`src/rtl/burst_pkg.sv`:
```
package burst_pkg;
  localparam int unsigned WORD_W = 16;

  localparam int unsigned PRE_LEN  = 6;
  localparam int unsigned PRE_LEAD = 4;
  localparam logic [PRE_LEN-1:0][WORD_W-1:0] PRE_PAT =
    {16'h4E1F, 16'hF872, 16'h0000, 16'h0000, 16'h0000, 16'h0000};
  localparam logic [PRE_LEN-1:0][WORD_W-1:0] PRE_MASK = {PRE_LEN{16'hFFFF}};

  localparam int unsigned D16_LEN  = 2;
  localparam logic [D16_LEN-1:0][WORD_W-1:0] D16_PAT  = {16'h8001, 16'h7FFE};
  localparam logic [D16_LEN-1:0][WORD_W-1:0] D16_MASK = {D16_LEN{16'hFFFF}};

  localparam int unsigned D14_LEN  = 3;
  localparam logic [D14_LEN-1:0][WORD_W-1:0] D14_PAT  =
    {16'h07F0, 16'hE800, 16'h1FFF};
  localparam logic [D14_LEN-1:0][WORD_W-1:0] D14_MASK =
    {16'hFFF0, 16'hFFFF, 16'hFFFF};
endpackage

```
`src/rtl/burst_seq_match.sv`:
```
module burst_seq_match #(
  parameter int unsigned W    = 16,
  parameter int unsigned N    = 2,
  parameter int unsigned LEAD = 1,
  parameter logic [N-1:0][W-1:0] PAT  = '0,
  parameter logic [N-1:0][W-1:0] MASK = '1
) (
  input  logic         clk_i,
  input  logic         rst_ni,
  input  logic [W-1:0] word_i,
  input  logic         vld_i,
  output logic         hit_o
);
  localparam int unsigned IW = (N > 1) ? $clog2(N) : 1;

  logic [N-1:0]  eq;
  logic [IW-1:0] idx_q, idx_d;
  logic          cur;

  for (genvar k = 0; k < N; k++) begin : g_cmp
    assign eq[k] = ((word_i ^ PAT[k]) & MASK[k]) == '0;
  end

  always_comb begin
    cur   = eq[idx_q];
    hit_o = vld_i && cur && (idx_q == IW'(N-1));
    idx_d = idx_q;
    if (vld_i) begin
      if (cur)             idx_d = hit_o ? '0 : idx_q + 1'b1;
      // a word equal to the lead word restarts; a full lead run is kept
      else if (eq[0])      idx_d = (idx_q == IW'(LEAD)) ? IW'(LEAD) : IW'(1);
      else                 idx_d = '0;
    end
  end

  always_ff @(posedge clk_i or negedge rst_ni) begin
    if (!rst_ni) idx_q <= '0;
    else         idx_q <= idx_d;
  end
endmodule

```
`src/rtl/burst_hold_timer.sv`:
```
module burst_hold_timer #(
  parameter int unsigned TIMEOUT = 4096
) (
  input  logic clk_i,
  input  logic rst_ni,
  input  logic hit_i,
  input  logic frame_i,
  output logic flag_o
);
  localparam int unsigned CW = (TIMEOUT > 1) ? $clog2(TIMEOUT) : 1;

  logic [CW-1:0] cnt_q;

  always_ff @(posedge clk_i or negedge rst_ni) begin
    if (!rst_ni) begin
      flag_o <= 1'b0;
      cnt_q  <= '0;
    end else if (hit_i) begin
      flag_o <= 1'b1;
      cnt_q  <= '0;
    end else if (frame_i && flag_o) begin
      if (cnt_q == CW'(TIMEOUT-1)) begin
        flag_o <= 1'b0;
        cnt_q  <= '0;
      end else begin
        cnt_q <= cnt_q + 1'b1;
      end
    end
  end
endmodule

```
`src/rtl/burst_capture.sv`:
```
module burst_capture #(
  parameter int unsigned W = 16
) (
  input  logic         clk_i,
  input  logic         rst_ni,
  input  logic         hit_i,
  input  logic         vld_i,
  input  logic [W-1:0] word_i,
  output logic [W-1:0] info_o,
  output logic [W-1:0] len_o
);
  typedef enum logic [1:0] {CAP_IDLE, CAP_INFO, CAP_LEN} cap_e;
  cap_e st_q;

  always_ff @(posedge clk_i or negedge rst_ni) begin
    if (!rst_ni) begin
      st_q   <= CAP_IDLE;
      info_o <= '0;
      len_o  <= '0;
    end else if (hit_i) begin
      st_q <= CAP_INFO;
    end else if (vld_i) begin
      unique case (st_q)
        CAP_INFO: begin info_o <= word_i; st_q <= CAP_LEN;  end
        CAP_LEN:  begin len_o  <= word_i; st_q <= CAP_IDLE; end
        default:  st_q <= CAP_IDLE;
      endcase
    end
  end
endmodule

```
`src/rtl/burst_detect.sv`:
```
module burst_detect
  import burst_pkg::*;
#(
  parameter int unsigned FRAME_TIMEOUT = 4096
) (
  input  logic              clk_i,
  input  logic              rst_ni,
  input  logic [WORD_W-1:0] word_i,
  input  logic              word_vld_i,
  input  logic              frame_i,
  input  logic              dts14_en_i,
  input  logic              dts16_en_i,
  output logic              npcm_o,
  output logic              dtscd_o,
  output logic              auto_o,
  output logic [WORD_W-1:0] burst_info_o,
  output logic [WORD_W-1:0] burst_len_o
);
  logic pre_hit, d16_hit, d14_hit, dts_hit;

  burst_seq_match #(.W(WORD_W), .N(PRE_LEN), .LEAD(PRE_LEAD),
                    .PAT(PRE_PAT), .MASK(PRE_MASK)) u_pre (
    .clk_i, .rst_ni, .word_i, .vld_i(word_vld_i), .hit_o(pre_hit));

  burst_seq_match #(.W(WORD_W), .N(D16_LEN), .LEAD(1),
                    .PAT(D16_PAT), .MASK(D16_MASK)) u_d16 (
    .clk_i, .rst_ni, .word_i, .vld_i(word_vld_i), .hit_o(d16_hit));

  burst_seq_match #(.W(WORD_W), .N(D14_LEN), .LEAD(1),
                    .PAT(D14_PAT), .MASK(D14_MASK)) u_d14 (
    .clk_i, .rst_ni, .word_i, .vld_i(word_vld_i), .hit_o(d14_hit));

  assign dts_hit = (d16_hit && dts16_en_i) || (d14_hit && dts14_en_i);

  burst_hold_timer #(.TIMEOUT(FRAME_TIMEOUT)) u_npcm_tmr (
    .clk_i, .rst_ni, .hit_i(pre_hit), .frame_i, .flag_o(npcm_o));

  burst_hold_timer #(.TIMEOUT(FRAME_TIMEOUT)) u_dts_tmr (
    .clk_i, .rst_ni, .hit_i(dts_hit), .frame_i, .flag_o(dtscd_o));

  burst_capture #(.W(WORD_W)) u_cap (
    .clk_i, .rst_ni, .hit_i(pre_hit), .vld_i(word_vld_i), .word_i,
    .info_o(burst_info_o), .len_o(burst_len_o));

  assign auto_o = npcm_o | dtscd_o;
endmodule

```
`config.mk`:
```
export PLATFORM = sky130hd
export DESIGN_NAME = burst_detect
export DESIGN_NICKNAME = d
export VERILOG_FILES = /design/src/rtl/burst_pkg.sv /design/src/rtl/burst_seq_match.sv /design/src/rtl/burst_hold_timer.sv /design/src/rtl/burst_capture.sv /design/src/rtl/burst_detect.sv
export SDC_FILE = /design/constraint.sdc
export NUM_CORES = 1
export LEC_CHECK = 0
export ABC_AREA = 1
export CAP_MARGIN = 20
export CORE_MARGIN = 2
export CORE_UTILIZATION = 55
export CTS_BUF_LIST = sky130_fd_sc_hd__clkbuf_16
export DETAILED_ROUTE_END_ITERATION = 6
export PLACE_DENSITY = 0.86
export SETUP_SLACK_MARGIN = 0.4
export SKIP_LAST_GASP = 1
export SYNTH_ARGS = -nofsm -noshare
export SYNTH_HDL_FRONTEND = slang
export SYNTH_HIERARCHICAL = 1
export SYNTH_SLANG_ARGS = --single-unit
```
`constraint.sdc`:
```
create_clock -name clk_i -period 3.95 [get_ports clk_i]
set_clock_uncertainty 0.05 [all_clocks]
set_input_delay 0.79 -clock clk_i [delete_from_list [all_inputs] [get_ports clk_i]]
set_output_delay 0.79 -clock clk_i [all_outputs]
set_load 0.01 [all_outputs]
```
# Word level (Yosys, flattened, before mapping)
# Index checks and enable logic that the tools add are counted.
# word_totals
elab_cells	93
inputBits	22
reg_bits	66
# classes
bitwise_logic	9
mux	31
add_sub_neg	5
n_reduce_logical	28
eq_ne	7
n_lt_le_gt_ge	3
# ops
operator	n
logical NOT 16 bit	8
2-to-1 mux 12 bit	6
adder 12 x 1 -> 12 bit (second input constant)	2
equality test 12 bit (second input constant)	2
inverter 9 bit	2
2-to-1 mux 1 bit	14
inverter 14 bit	1
inverter 13 bit	1
2-to-1 mux 3 bit	4
logical AND 1 bit	10
2-to-1 mux 2 bit	5
nonzero test 2 bit	5
inverter 7 bit	1
equality test 3 bit (second input constant)	2
AND reduction 3 bit	2
equality test 2 bit (second input constant)	2
< comparator 3 x 4 -> 1 bit (second input constant)	1
inverter 4 bit	1
AND reduction 2 bit	2
adder 3 x 1 -> 3 bit (second input constant)	1
binary-select mux 1 bit (select 3 bit)	1
< comparator 2 x 3 -> 1 bit (second input constant)	1
adder 2 x 1 -> 2 bit (second input constant)	1
binary-select mux 1 bit (select 2 bit)	1
other kinds (7)	7

# Depth between registers and ports, before layout
# logic_depth
depth_word	10
mapped_depth	18

# Modules after synthesis
# The synthesis kept the hierarchy.
# by_module_without_submodules
mod	instances	cells_per_inst	area_per_inst_um2	seq_area_each_um2
burst_hold_timer	2	102	773.2	325.3
burst_capture	1	149	1383.8	850.8
burst_seq_match at u_pre	1	74	467.9	75.1
burst_seq_match at u_d14	1	52	264.0	50.0
burst_seq_match at u_d16	1	34	161.4	25.0
burst_detect	1	6	22.5	0.0

# Worst setup path after synthesis
# No wires, ideal clock.
# synth_path
path_kind	input to register
from	input word_i[7]
to	register u_npcm_tmr.cnt_q[6]
required_time_ns	3.779
stages	13
setup_time_ns	0.121
n_path_buf	1
arrival_ns	2.388
path_slack_ns	1.391
cell_sequence	nor2_1 > and2_4 > and2_4 > nand3_4 > nand2_4 > nand2_2 > nor2_1 > inv_1 > nand2_2 > buf_6 > nand2_1 > o21ai_0 > nor2_1
# synth_via
elab_chain_len	6
elab_cells_between_ends	9
classes_between	mux (3); reduce/logical (6)
# synth_lines
element	line	text
from (decl)	burst_detect.sv:8	input logic [WORD_W-1:0] word_i,
logical NOT 16 bit	burst_seq_match.sv:21	assign eq[k] = ((word_i ^ PAT[k]) & MASK[k]) == '0;
binary-select mux 1 bit (select 3 bit) (*)	burst_seq_match.sv:25	cur = eq[idx_q];
2-to-1 mux 1 bit (implied by the code) (*)	burst_seq_match.sv:25	
logical AND 1 bit (*) (2 in a row)	burst_seq_match.sv:26	hit_o = vld_i && cur && (idx_q == IW'(N-1));
net pre_hit	burst_detect.sv:19	logic pre_hit, d16_hit, d14_hit, dts_hit;
2-to-1 mux 12 bit or nonzero test 2 bit (tied branches)	n/a	
to (signal assigned)	burst_hold_timer.sv:26	cnt_q <= cnt_q + 1'b1;
to (decl)	burst_hold_timer.sv:12	logic [CW-1:0] cnt_q;
# The timed path passes the listed nets; every way through them passes the cells marked *. The select of a mux whose other input is x is not followed.
# A chain may end at the register's enable or synchronous reset.

# Worst setup path in the final report
# layout_path
from	input word_i[5]
to	register u_npcm_tmr.cnt_q[9]
# layout_via
elab_chain_len	7
elab_cells_between_ends	10
classes_between	mux (3); bitwise (1); reduce/logical (6)
# layout_lines
element	line
inverter 9 bit (no line)	n/a
logical NOT 16 bit	burst_seq_match.sv:21
binary-select mux 1 bit (select 3 bit) (*)	burst_seq_match.sv:25
2-to-1 mux 1 bit (implied by the code) (*)	burst_seq_match.sv:25
logical AND 1 bit (*) (2 in a row)	burst_seq_match.sv:26
net pre_hit	burst_detect.sv:19
2-to-1 mux 12 bit or nonzero test 2 bit (tied branches)	n/a
# Marked as above.

==> results.yml <==
die:
  start_util: 0.566
  core_area_mm2: 0.00679
  chipWidth_um: 87.6
  dieHeight_um: 87.6
  ios: 57
  dieArea_mm2: 0.00768
  rows: 30
power_and_ir_drop:
  p_total_mw: 1.59
  peakVddDrop_uv: 224
  p_per_area_mw_per_mm2: 334
  p_leak_nw: 2.51
clock_tree:
  ctsHoldBuffers: 0
  cts_sinks: 66
  ctsHtreeMaxLevel: 3
  cts_tree: "built"
  clockBufferDepth: 2
  clockRootBuffer: "clkbuf_16"
  postCtsSetupRepairBufs: 0
  cts_buffers: 9
  insertion_delay_ns: 0.32
  path_clk_slew_ns: 0.05
synthesis:
  syn-num-nets: 546
  synth_edf_count: 0
  synthCells: 519
  synth.area.top_cells: "dfrtp_1 (43%), nand2_1 (17%), nor2_1 (7.4%)"
  async_flop_share: 1.00
  ys_seq_elements: 66
  synthFlopType: "dfrtp_1"
  avgSynthCellArea_um2: 7.41
  synth_top_area_share: 0.429
  ys_seq_area_frac: 0.429
  ys_warn_count: 6
  synth.cell_area_mm2: 0.00385
  synth_largest_area_cell: "dfrtp_1"
  yosysUniqueCellTypes: 33
worst_setup_path:
  startpoint_type: "primary input"
  crit_required_ns: 4.11
  cp-end-kind: "register"
  slowest_delay_ns: 0.67
  crit_slowest_cell: "clkdlybuf4s50_1"
  criticalPathCategory: "in2reg"
  cp_cell_sequence: "clkdlybuf4s50_1 > inv_1 > nor2_1 > nand2_1 > nor2_1 > nand3_1 > nand2_1 > nand2_2 > nand2_4 > nand2_2 > nor2_2 > inv_1 > nand2_2 > nand3_1 > inv_1 > nand3_1 > nand2_1 > nor2_1"
  path_max_fanout: 13
  cp.arrival_ns: 3.37
finish:
  nets: 607
  drive_gt1_frac: 0.115
  area_delta_synth_final_pct: 23.4
  fillers: 539
  fin_cells: 680
  diodes: 0
timing:
  fmax_mhz: 312
  setup_ws_ns: 0.740
  finalCritPeriodShare: 0.813
  setup_tns_ns: 0
  hold_viol: 0
  rsz0062_at_grt: "no"
  slew_violations: 0
  fin_crit_ns: 3.21
  tightestPinTransition_ns: 0.798
  timing.slew.headroom: 0.468
  setup_viol: 0
place:
  place_ws_ns: 0.384
  dp_hpwl_mm: 6.55
  io_buffers: 56
  place_congestion: 0.861
  post-place-cells: 665
detailed_routing:
  viasPerCell: 5.38
  wl_per_cell_um: 13.5
  route.detailed.drc: 0
  drt-pass1-iter-count: 6
  vias: 3657
  drtAntennaViolNets: 0
  routed_wl_mm: 9.19
  initialDrtViolationCount: 321
global_route:
  grt_pass1_wl_mm: 15.6
  grt_overflow: 0
  grt_pass1_vias: 3465
  grt_start_max_net_pins: 38
  grt_use_total: 0.258
  antenna_found_initial: 0
status:
  outcome: "completed"
hold_path:
  worstHoldPathType: "reg2reg"
run:
  cap_violations: 0
critical path: cells and delay by family:
kind / cells / cell delay, ns
AND/OR/NAND/NOR: 14 / 1.54
buffers and inverters: 4 / 1.04
per-stage QoR:
stage               area [µm²]  hold WS (ns)   util
floorplan                 3850         0.419      -
finish                    4740         0.423  0.698
detailed placement        4470         0.412  0.657
CTS                       4740         0.425  0.698
global route              4740         0.446  0.698
global placement          4470         0.408  0.657
layout make-up:
cell class,count,area [µm²],area share
clock buffer,9,225,0.0475
multi-input combinational,387,1910,0.402
timing repair buffer,58,571,0.120
inverter,58,218,0.0459
tap,96,120,0.0253
sequential,66,1650,0.348
clock inverter,6,50.0,0.0105
sequential cells by signal, summed over array words and instances, names as in the netlist:
signal,cells
u_cap/info_o,16
u_cap/len_o,16
u_dts_tmr/cnt_q,12
u_npcm_tmr/cnt_q,12
u_pre/idx_q,3
u_cap/st_q,2
u_d14/idx_q,2
u_d16/idx_q,1
u_dts_tmr/flag_o,1
u_npcm_tmr/flag_o,1
what timing repair did:
action / in CTS / in global routing
hold endpoints to repair: 0 / 0
gates resized for setup: 0 / 1
setup endpoints to repair: 0 / 2
power by group:
part	internal [mW]	leakage [nW]	switching [mW]
sequential	0.694	0.873	0.0131
combinational	0.0618	1.50	0.0820
clock	0.474	0.139	0.262
total	1.23	2.51	0.357
kinds of logic (layout without fill, tap and decap cells):
logic type                 Yosys count  in the layout  synth area share
DFF                                 66             66             0.429
xor gates and xnor gates             9              9            0.0205
buffers and inverters               66            131            0.0748
and+or+nand+nor                    359            359             0.433
AOI/OAI and AO/OA                   14             14            0.0264
adders and majority gates            5              5            0.0163
cells in the final DEF, fill, tap and decap left out, drive strengths merged, types with 3 or more instances in the layout:
cell / n
nand3: 58
clkdlybuf4s50: 55
and2: 3
clkbuf: 9
ha: 5
dfrtp: 66
buf: 3
clkinv: 4
inv: 59
a21oi: 6
xor2: 9
nor2: 93
nand2: 185
o21ai: 4
nand4: 13
nor3: 4
layer usage:
| layer | share of wire | wire [µm] | vias to the layer above | GRT usage |
|---|---|---|---|---|
| met5 | 0 | 0 | - | 0 |
| met4 | 0.021 | 191 | 0 | 0.0965 |
| met3 | 0.071 | 654 | 22 | 0.0500 |
| met2 | 0.48 | 4430 | 172 | 0.433 |
| met1 | 0.43 | 3920 | 1711 | 0.333 |
| li1 | - | - | 1752 | - |
synth_stat cells, types with 4 or more instances:
cell	count
nor2_4	5
inv_2	5
nand3_1	55
dfrtp_1	66
xor2_1	9
nor2_1	76
a21oi_1	4
ha_1	5
inv_1	53
nand2_1	171
nand4_1	11
nand2_2	12
buf_6	4
nor2_2	10
final timing paths:
check                                       from                   end  slack (ns)  cells past startpoint
max in group asynchronous                 rst_ni       u_cap/info_o[0]        2.47                      2
worst min register to register  u_cap/info_o[14]      u_cap/info_o[14]        0.42                      2
worst max register to register    u_pre/idx_q[0]   u_npcm_tmr/cnt_q[9]        1.53                     15
worst max-delay path                   word_i[5]   u_npcm_tmr/cnt_q[9]        0.74                     18
min in group asynchronous                 rst_ni  u_npcm_tmr/cnt_q[11]        0.51                      1
worst min-delay path            u_cap/info_o[14]      u_cap/info_o[14]        0.42                      2
Power figures use the tool's default switching activity.
